==> config.mk <==
export PLATFORM = sky130hd
export DESIGN_NAME = io_window_xlate
export DESIGN_NICKNAME = d
export VERILOG_FILES = /design/src/rtl/io_xlate_pkg.sv /design/src/rtl/io_win_decode.sv /design/src/rtl/io_lane_swap.sv /design/src/rtl/io_window_xlate.sv
export SDC_FILE = /design/constraint.sdc
export NUM_CORES = 1
export LEC_CHECK = 0
export BUFFER_PORTS_ARGS = -buffer_cell sky130_fd_sc_hd__buf_4
export CAP_MARGIN = 25
export CORE_MARGIN = 10
export CORE_UTILIZATION = 45
export DETAILED_ROUTE_END_ITERATION = 8
export HOLD_SLACK_MARGIN = 0.05
export PLACE_DENSITY = 0.77
export SYNTH_ARGS = -nofsm -noshare
export SYNTH_HDL_FRONTEND = slang
export SYNTH_HIERARCHICAL = 1
export SYNTH_SLANG_ARGS = --single-unit
==> constraint.sdc <==
create_clock -name clk -period 1.8 [get_ports clk]
set_input_delay 0.36 -clock clk [delete_from_list [all_inputs] [get_ports clk]]
set_output_delay 0.36 -clock clk [all_outputs]
set_load 0.05 [all_outputs]
==> src/rtl/io_xlate_pkg.sv <==
package io_xlate_pkg;

    typedef enum logic [1:0] {
        SZ_BYTE = 2'd0,
        SZ_HALF = 2'd1,
        SZ_WORD = 2'd2,
        SZ_BAD  = 2'd3
    } acc_size_e;

    // legal size codes are the ones below the reserved code
    function automatic logic size_legal(input logic [1:0] sz);
        return acc_size_e'(sz) != SZ_BAD;
    endfunction

endpackage

==> src/rtl/io_win_decode.sv <==
module io_win_decode #(
    parameter int                ADDR_W     = 32,
    parameter int                PORT_W     = 16,
    parameter int                WIN_BITS   = 23,
    parameter int                GROUP_BITS = 5,
    parameter int                PAGE_BIT   = 12,
    parameter logic [ADDR_W-1:0] WIN_BASE   = 32'h8000_0000
) (
    input  logic [ADDR_W-1:0] addr,
    input  logic              sparse,
    output logic              hit,
    output logic [PORT_W-1:0] port_addr
);

    localparam int PAGE_FIELD_W = WIN_BITS - PAGE_BIT;
    localparam int SPARSE_W     = PAGE_FIELD_W + GROUP_BITS;

    logic [PORT_W-1:0]   flat_addr;
    logic [SPARSE_W-1:0] sparse_raw;
    logic [PORT_W-1:0]   sparse_addr;

    // window hit: upper bits equal the base
    assign hit = (addr[ADDR_W-1:WIN_BITS] == WIN_BASE[ADDR_W-1:WIN_BITS]);

    assign flat_addr = addr[PORT_W-1:0];

    // page number lands directly above the group offset
    assign sparse_raw = {addr[WIN_BITS-1:PAGE_BIT], addr[GROUP_BITS-1:0]};

    generate
        if (SPARSE_W >= PORT_W) begin : g_sparse_trunc
            assign sparse_addr = sparse_raw[PORT_W-1:0];
        end else begin : g_sparse_ext
            assign sparse_addr = {{(PORT_W-SPARSE_W){1'b0}}, sparse_raw};
        end
    endgenerate

    assign port_addr = sparse ? sparse_addr : flat_addr;

endmodule

==> src/rtl/io_lane_swap.sv <==
module io_lane_swap #(
    parameter int DATA_W     = 32,
    parameter bit BIG_ENDIAN = 1'b1
) (
    input  logic [DATA_W-1:0] din,
    input  logic [1:0]        size,
    output logic [DATA_W-1:0] dout
);

    localparam int LANES = DATA_W / 8;
    localparam int LW    = (LANES > 1) ? $clog2(LANES) : 1;

    logic [7:0]  lane_in  [LANES];
    logic [LW:0] n_bytes;

    // number of active byte lanes for this size, clipped to the bus width
    always_comb begin
        case (size)
            2'd0:    n_bytes = (LW+1)'(1);
            2'd1:    n_bytes = (LANES >= 2) ? (LW+1)'(2) : (LW+1)'(LANES);
            default: n_bytes = (LANES >= 4) ? (LW+1)'(4) : (LW+1)'(LANES);
        endcase
    end

    genvar i;
    generate
        for (i = 0; i < LANES; i++) begin : g_lane
            logic [LW-1:0] sel;
            logic          active;

            assign lane_in[i] = din[i*8 +: 8];
            assign active     = ((LW+1)'(i) < n_bytes);

            always_comb begin
                if (BIG_ENDIAN) begin
                    sel = LW'(n_bytes - (LW+1)'(1) - (LW+1)'(i));
                end else begin
                    sel = LW'(i);
                end
            end

            assign dout[i*8 +: 8] = active ? lane_in[sel] : 8'h00;
        end
    endgenerate

endmodule

==> src/rtl/io_window_xlate.sv <==
module io_window_xlate #(
    parameter int                ADDR_W     = 32,
    parameter int                DATA_W     = 32,
    parameter int                PORT_W     = 16,
    parameter int                WIN_BITS   = 23,
    parameter int                GROUP_BITS = 5,
    parameter int                PAGE_BIT   = 12,
    parameter logic [ADDR_W-1:0] WIN_BASE   = 32'h8000_0000,
    parameter bit                BIG_ENDIAN = 1'b1
) (
    input  logic              clk,
    input  logic              rst_n,
    input  logic              bus_req,
    input  logic [ADDR_W-1:0] bus_addr,
    input  logic [1:0]        bus_size,
    input  logic              bus_we,
    input  logic [DATA_W-1:0] bus_wdata,
    input  logic              map_sparse,
    output logic              bus_miss,
    output logic              bus_rvalid,
    output logic [DATA_W-1:0] bus_rdata,
    output logic [PORT_W-1:0] port_addr,
    output logic [1:0]        port_size,
    output logic [DATA_W-1:0] port_wdata,
    output logic              port_wr,
    output logic              port_rd,
    input  logic [DATA_W-1:0] port_rdata
);

    import io_xlate_pkg::*;

    typedef struct packed {
        logic [PORT_W-1:0] port_addr;
        logic [1:0]        port_size;
        logic [DATA_W-1:0] port_wdata;
        logic              port_wr;
        logic              port_rd;
        logic              miss;
        logic              rvalid;
        logic [DATA_W-1:0] rdata;
    } xl_state_t;

    xl_state_t d, q;

    logic              win_hit;
    logic [PORT_W-1:0] xl_addr;
    logic [DATA_W-1:0] wr_swapped;
    logic [DATA_W-1:0] rd_swapped;
    logic              accept;

    io_win_decode #(
        .ADDR_W     (ADDR_W),
        .PORT_W     (PORT_W),
        .WIN_BITS   (WIN_BITS),
        .GROUP_BITS (GROUP_BITS),
        .PAGE_BIT   (PAGE_BIT),
        .WIN_BASE   (WIN_BASE)
    ) u_decode (
        .addr      (bus_addr),
        .sparse    (map_sparse),
        .hit       (win_hit),
        .port_addr (xl_addr)
    );

    // outbound lanes follow the size of the incoming request
    io_lane_swap #(
        .DATA_W     (DATA_W),
        .BIG_ENDIAN (BIG_ENDIAN)
    ) u_wr_swap (
        .din  (bus_wdata),
        .size (bus_size),
        .dout (wr_swapped)
    );

    // inbound lanes follow the size held with the read strobe
    io_lane_swap #(
        .DATA_W     (DATA_W),
        .BIG_ENDIAN (BIG_ENDIAN)
    ) u_rd_swap (
        .din  (port_rdata),
        .size (q.port_size),
        .dout (rd_swapped)
    );

    assign accept = bus_req && win_hit && size_legal(bus_size);

    always_comb begin
        d         = q;
        d.port_wr = 1'b0;
        d.port_rd = 1'b0;
        d.miss    = 1'b0;
        d.rvalid  = q.port_rd;

        if (q.port_rd) begin
            d.rdata = rd_swapped;
        end

        if (accept) begin
            d.port_addr  = xl_addr;
            d.port_size  = bus_size;
            d.port_wdata = bus_we ? wr_swapped : '0;
            d.port_wr    = bus_we;
            d.port_rd    = !bus_we;
        end else if (bus_req) begin
            d.miss = 1'b1;
        end
    end

    always_ff @(posedge clk) begin
        if (!rst_n) begin
            q <= '0;
        end else begin
            q <= d;
        end
    end

    assign bus_miss   = q.miss;
    assign bus_rvalid = q.rvalid;
    assign bus_rdata  = q.rdata;
    assign port_addr  = q.port_addr;
    assign port_size  = q.port_size;
    assign port_wdata = q.port_wdata;
    assign port_wr    = q.port_wr;
    assign port_rd    = q.port_rd;

endmodule

==> out/metrics.cfg, run 1 <==
[layout]
drive_above_1_share = 0.357
stdcell_count = 848
fin_nets = 809
area_delta_synth_final_pct = 31.8
num_antenna_cells = 0

[synthesis]
synth_cells = 550
syn-num-nets = 655
synth_top_cell_area_share = 0.336
synth_area_mm2 = 0.00513
ys_types = 31
synth_most_common_cell = mux2i_1
ys_seq_area_frac = 0.336
synth_edf_count = 0
yosysWarnings = 6
yosys.area.top_type = dfxtp_1
yosys-top-cells-count = mux2i_1 (98), dfxtp_1 (86), nand2_1 (86)
synth_seq_cells = 86
synth_area_leaders = dfxtp_1 (34%), mux2i_1 (19%), nand2_1 (6.3%)
syn_area_per_cell_um2 = 9.32
synth_flop_cell = dfxtp_1
synthArstFlopShare = 0

[clock_tree]
clk_pin_slew_ps = 60
hold_buffers = 0
cts_num_sinks = 86
ctsRootBufferMaster = clkbuf_16
cts_setup_buffers = 0
clock_path_buffers = 2
clock_latency_ps = 330
cts_buffers = 9
cts_tree = done
cts_resized = 0
htreeDepth = 3

[drt]
route.layer.met1.wl_mm = 6.46
wl_per_cell_um = 18.0
num_vias = 4479
met3_length_mm = 1.25
dr_wl_met2_mm = 7.30
first_pass_iters = 4
ant_nets = 0
drtIter0Drc = 309
highest-signal-layer = met4
routed_wl_mm = 15.3
route.detailed.drc = 0
viasPerCell = 5.28

[timing]
fmax_ghz = 0.627
min_period_ps = 1600
finalCritPeriodShare = 0.886
drv_slew = 0
fin_ws_ps = 205
rsz0062_at_grt = false
fin_hold_ws_ps = 279
max_slew_margin = 0.774
fin_skew_ps = 2.59
final_hold_viol_count = 0
finalSetupViolCount = 0
worst_slew_pin_slew_ps = 339

[critical_path]
cp.required_ps = 2020
cp_data_arrival_time_ps = 1820
critPathKind = reg -> reg
r2r_slack_ps = 200
critPathMaxFanout = 30
critPathMaxStageDelay_ps = 550
crit_chain = buf_4 -> mux2_4 -> o211a_1 -> mux2i_1 -> nor2b_1
end_kind = register
crit_slowest_cell = dfxtp_4
critPathLaunchType = register

[pwr]
leakagePower_nw = 2.88
p_sw_frac = 0.232
internal_power_mw = 3.23
power_frac_comb = 0.138
power.density_mw_per_mm2 = 622
pwr-share-clk = 0.409
pwr-share-seq = 0.453
p_switching_uw = 976
vdd_ir_drop_max_v = 0.000368

[floorplanning]
row_count = 38
die_w_um = 127
fp.coreArea_mm2 = 0.0110
start_util = 0.467
num_io_pins = 189
die_y_um = 127
dieArea_mm2 = 0.0161

[global_route]
grt_first_pass_wirelength_mm = 24.4
grt_max_degree = 57
gr-total-overflow = 0
grt_antenna_before_repair = 0
first_global_vias = 4658
grt.total_usage = 0.182

[placed_design]
place_inst = 833
gp_congestion = 0.841
detailed_place_hpwl_mm = 11.7
dp_slack_ps = -105
io_buffers = 188

[run_status]
status = finished clean

[flow_run]
maxCapViolations = 0

[min_path]
hold_path.class = in -> reg

==> flip-flops by register name, summed over array words and instances, names as in the netlist <==
signal and count:
port_wr 1, port_rd 1, bus_rvalid 1, bus_rdata 32, port_wdata 32, port_size 2
port_addr 16, bus_miss 1
==> worst max-delay path, delay by kind of cell, from the launching register on <==
family	cells	cell delay, ps
AOI/OAI and AO/OA	1	200
DFF	1	550
muxes	2	440
and+or+nand+nor	1	60
buffers and inverters	1	240
==> worst paths after layout <==
path                                end                  startpoint  cells past startpoint
max          bus_rdata[26]$_SDFFE_PN0P_   port_size[0]$_SDFFE_PN0P_                      5
min                 bus_miss$_SDFF_PP0_                     bus_req                      3
max reg2reg  bus_rdata[26]$_SDFFE_PN0P_   port_size[0]$_SDFFE_PN0P_                      5
min reg2reg  port_addr[13]$_SDFFE_PN0P_  port_addr[13]$_SDFFE_PN0P_                      2
==> cells by family (layout without fill, tap and decap cells) <==
logic type / after synthesis / after routing / synth area share
adder cells (fa/ha/maj): 2 / 2 / 0.00488
AO/OA/AOI/OAI: 81 / 81 / 0.107
buffers and inverters: 63 / 221 / 0.0939
flip-flops: 86 / 86 / 0.336
multiplexers: 125 / 125 / 0.264
AND/OR/NAND/NOR: 193 / 193 / 0.194
==> metal layers <==
layer	vias up	global-route usage
met2	152	0.301
li1	2214	-
met5	-	0
met4	0	0.0650
met1	2091	0.215
met3	22	0.0604
==> power groups by stage <==
stage / logic, mW / registers, mW / clock network, mW
4_1_cts: 0.579 / 1.90 / 1.76
6_report: 0.581 / 1.90 / 1.72
3_5_place_dp: 0.576 / 1.95 / 0
5_1_grt: 0.629 / 1.90 / 1.84
2_1_floorplan: 0.319 / 1.95 / 0
3_3_place_gp: 0.565 / 1.95 / 0
==> layout make-up <==
class / instances / area (um^2)
Timing Repair Buffer: 204 / 1620
Fill cell: 927 / 4230
Clock buffer: 14 / 264
Clock inverter: 1 / 5.00
Multi-Input combinational cell: 401 / 2960
Tap cell: 140 / 175
Inverter: 2 / 7.51
Sequential cell: 86 / 1730
==> layout by cell type, fill, tap and decap left out, types with 2 or more instances in the layout <==
cell type / count
nand2_1: 86
nand3_1: 32
a22o_1: 16
inv_1: 2
clkbuf_16: 9
buf_12: 7
a21oi_1: 16
ha_4: 2
dfxtp_1: 83
clkbuf_8: 2
nand2b_1: 16
dfxtp_2: 2
or3b_1: 16
mux2_4: 18
o21ai_0: 30
clkbuf_1: 3
buf_4: 197
nor2b_1: 34
o21ai_1: 2
mux2i_1: 98
mux2_2: 9
o211a_1: 16
==> through the flow <==
step	power, mW	setup TNS (ps)	util	area, um^2
after floorplan	2.27	0	-	5180
after global placement	2.51	0	0.591	6490
after detailed placement	2.52	-3540	0.591	6490
after CTS	4.24	0	0.615	6760
after global routing	4.37	0	0.615	6760
final	4.20	0	0.615	6760
Power figures use the tool's default switching activity.
==> run 2, diff against run 1 <==
--- a/config.mk
+++ b/config.mk
@@ -8,10 +8,11 @@
 export BUFFER_PORTS_ARGS = -buffer_cell sky130_fd_sc_hd__buf_4
 export CAP_MARGIN = 25
 export CORE_MARGIN = 10
-export CORE_UTILIZATION = 45
+export CORE_UTILIZATION = 50
 export DETAILED_ROUTE_END_ITERATION = 8
+export GPL_ROUTABILITY_DRIVEN = 1
 export HOLD_SLACK_MARGIN = 0.05
-export PLACE_DENSITY = 0.77
+export PLACE_DENSITY = 0.81
 export SYNTH_ARGS = -nofsm -noshare
 export SYNTH_HDL_FRONTEND = slang
 export SYNTH_HIERARCHICAL = 1
==> constraint.sdc (replaced) <==
create_clock -name clk -period 1.52 [get_ports clk]
set_input_delay 0.304 -clock clk [delete_from_list [all_inputs] [get_ports clk]]
set_output_delay 0.304 -clock clk [all_outputs]
set_load 0.05 [all_outputs]
==> out/metrics.cfg, run 2 (synthesis gave the netlist of run 1 again) <==
[run_status]
status = finished clean  ; unchanged

[drt]
num_vias = 4584  ; was 4,479
viasPerCell = 5.31  ; was 5.28
wl_per_cell_um = 18.1  ; was 18.0 um
route.detailed.drc = 0  ; unchanged
ant_nets = 0  ; unchanged
first_pass_iters = 5  ; was 4
drtIter0Drc = 291  ; was 309
routed_wl_mm = 15.6  ; was 15.3 mm

[layout]
stdcell_count = 863  ; was 848
num_antenna_cells = 0  ; unchanged
final_cell_mix = buf_4 (211), mux2i_1 (98), nand2_1 (86)  ; was buf_4 (197), mux2i_1 (98), nand2_1 (86)
area_delta_synth_final_pct = 35.5  ; was 31.8%
layout_commonest_cell = buf_4  ; unchanged
fillers = 764  ; was 927
ff_latch_area_mm2 = 0.00173  ; about the same
fin_nets = 830  ; was 809
multi_input_area_mm2 = 0.00300  ; was 0.00296 mm^2
drive_above_1_share = 0.396  ; was 0.357

[global_route]
gr-total-overflow = 0  ; unchanged
use_met2 = 0.338  ; was 0.301
grt_antenna_before_repair = 0  ; unchanged
met3_usage = 0.0777  ; was 0.0604
grt.total_usage = 0.203  ; was 0.182
first_global_vias = 4740  ; was 4,658
grt_use_met1 = 0.238  ; was 0.215
busiest_layer = met2  ; unchanged
grt_max_degree = 53  ; was 57
grt_first_pass_wirelength_mm = 24.3  ; was 24.4 mm

[min_path]
hold_path.class = in -> reg  ; unchanged

[critical_path]
critPathLaunchType = register  ; unchanged
crit_chain = clkbuf_16 -> buf_4 -> or3b_1 -> a21oi_1 -> mux2i_1 -> nor2b_1  ; was buf_4 -> mux2_4 -> o211a_1 -> mux2i_1 -> nor2b_1
path_delay_family = simple AND/OR/NAND/NOR gates  ; was flip-flops
cp_num_buf_inv = 2  ; was 1
cp.required_ps = 1820  ; was 2020 ps
critPathMaxStageDelay_ps = 400  ; was 550 ps
critPathKind = reg -> reg  ; unchanged
cp_data_arrival_time_ps = 1790  ; was 1820 ps
critPathMaxFanout = 9  ; was 30
end_kind = register  ; unchanged
crit_slowest_cell = dfxtp_4  ; unchanged

[floorplanning]
die_y_um = 121  ; was 127 um
row_count = 36  ; was 38
fp.coreArea_mm2 = 0.00986  ; was 0.0110 mm^2
num_io_pins = 189  ; unchanged
die_w_um = 121  ; was 127 um
dieArea_mm2 = 0.0147  ; was 0.0161 mm^2
start_util = 0.520  ; was 0.467

[pwr]
internal_power_mw = 3.38  ; was 3.23 mW
vdd_ir_drop_max_v = 0.000428  ; was 0.000368 V
leakagePower_nw = 2.97  ; was 2.88 nW
pwr-share-seq = 0.494  ; was 0.453
power_frac_comb = 0.159  ; was 0.138
p_sw_frac = 0.257  ; was 0.232
pwr-share-clk = 0.346  ; was 0.409
power.density_mw_per_mm2 = 655  ; was 622 mW/mm^2
power.total_mw = 4.55  ; was 4.20 mW
p_switching_mw = 1.17  ; was 976 uW

[timing]
fin_skew_ps = 9.27  ; was 2.59 ps
final_hold_viol_count = 0  ; unchanged
finalCritPeriodShare = 0.979  ; was 0.886
finalSetupViolCount = 0  ; unchanged
min_period_ps = 1490  ; was 1600 ps
worst_slew_pin_slew_ps = 326  ; was 339 ps
drv_slew = 0  ; unchanged
max_slew_margin = 0.780  ; was 0.774
rsz0062_at_grt = true  ; was false
fin_hold_ws_ps = 186  ; was 279 ps
fmax_ghz = 0.672  ; was 0.627 GHz
fin_setup_tns_ps = 0  ; unchanged

[placed_design]
detailed_place_hpwl_mm = 12.2  ; was 11.7 mm
place_inst = 839  ; was 833
io_buffers = 188  ; unchanged
gp_congestion = 0.906  ; was 0.841

[clock_tree]
clk_pin_slew_ps = 90  ; was 60 ps
htreeDepth = 3  ; unchanged
ctsRootBufferMaster = clkbuf_8  ; was clkbuf_16
cts_tree = done  ; unchanged
clock_latency_ps = 360  ; was 330 ps
cts_num_sinks = 86  ; unchanged
cts_buffers = 9  ; unchanged
hold_buffers = 0  ; unchanged
clock_path_buffers = 2  ; unchanged

[flow_run]
maxCapViolations = 0  ; unchanged

## run 2: cell count changes in the layout (fill, tap and decap cells not counted), sizes merged
cell,before,now
buf,204,223
clkinvlp,0,3
clkinv,1,0
inv,2,3
## run 2: per-stage QoR
step                      setup WS (ps)  cell area [um^2]  utilization
after global routing              -7.45              6950        0.704
after global placement             -213              6620        0.671
after CTS                          3.82              6840        0.694
after floorplan                    -200              5230            -
final                              32.7              6950        0.704
after detailed placement           -249              6620        0.671
## run 2: worst paths after layout
check | slack, ps | endpoint | from | cells after the start
setup / recovery | 30 | bus_rdata[21]$_SDFFE_PN0P_ | port_size[0]$_SDFFE_PN0P_ | 6
hold / removal | 190 | bus_miss$_SDFF_PP0_ | bus_req | 3
setup reg to reg | 30 | bus_rdata[21]$_SDFFE_PN0P_ | port_size[0]$_SDFFE_PN0P_ | 6
hold reg to reg | 460 | port_wdata[31]$_SDFFE_PN0P_ | port_wdata[31]$_SDFFE_PN0P_ | 2
## run 2: worst min-delay path: stages
cell	delay, ps
buf_4	120
nand2_1	50
nor2_1	30
## run 2: final cells by class
type | instances | share of cell area
Clock inverter | 4 | 0.00414
Multi-Input combinational cell | 401 | 0.432
Sequential cell | 86 | 0.249
Timing Repair Buffer | 225 | 0.266
Inverter | 2 | 0.00108
Clock buffer | 12 | 0.0238
Tap cell | 133 | 0.0240
## run 2: power groups by stage
stage          registers [mW]  clock network, mW  logic [mW]
4_1_cts                  2.25               1.62       0.720
2_1_floorplan            2.31                  0       0.399
3_5_place_dp             2.30                  0       0.717
6_report                 2.25               1.58       0.724
5_1_grt                  2.25               1.72       0.781
3_3_place_gp             2.30                  0       0.703
## run 2: layer usage
metal | share of wire | vias up
li1 | - | 2256
met2 | 0.49 | 181
met4 | 0.014 | 0
met1 | 0.41 | 2129
met5 | 0 | -
met3 | 0.088 | 18
## run 2: what timing repair did
item	in CTS	in global routing
buffers inserted	2	4
gates resized for setup	3	7
pin swaps	0	2
gates cloned	0	2
endpoints found under the setup margin	1	7
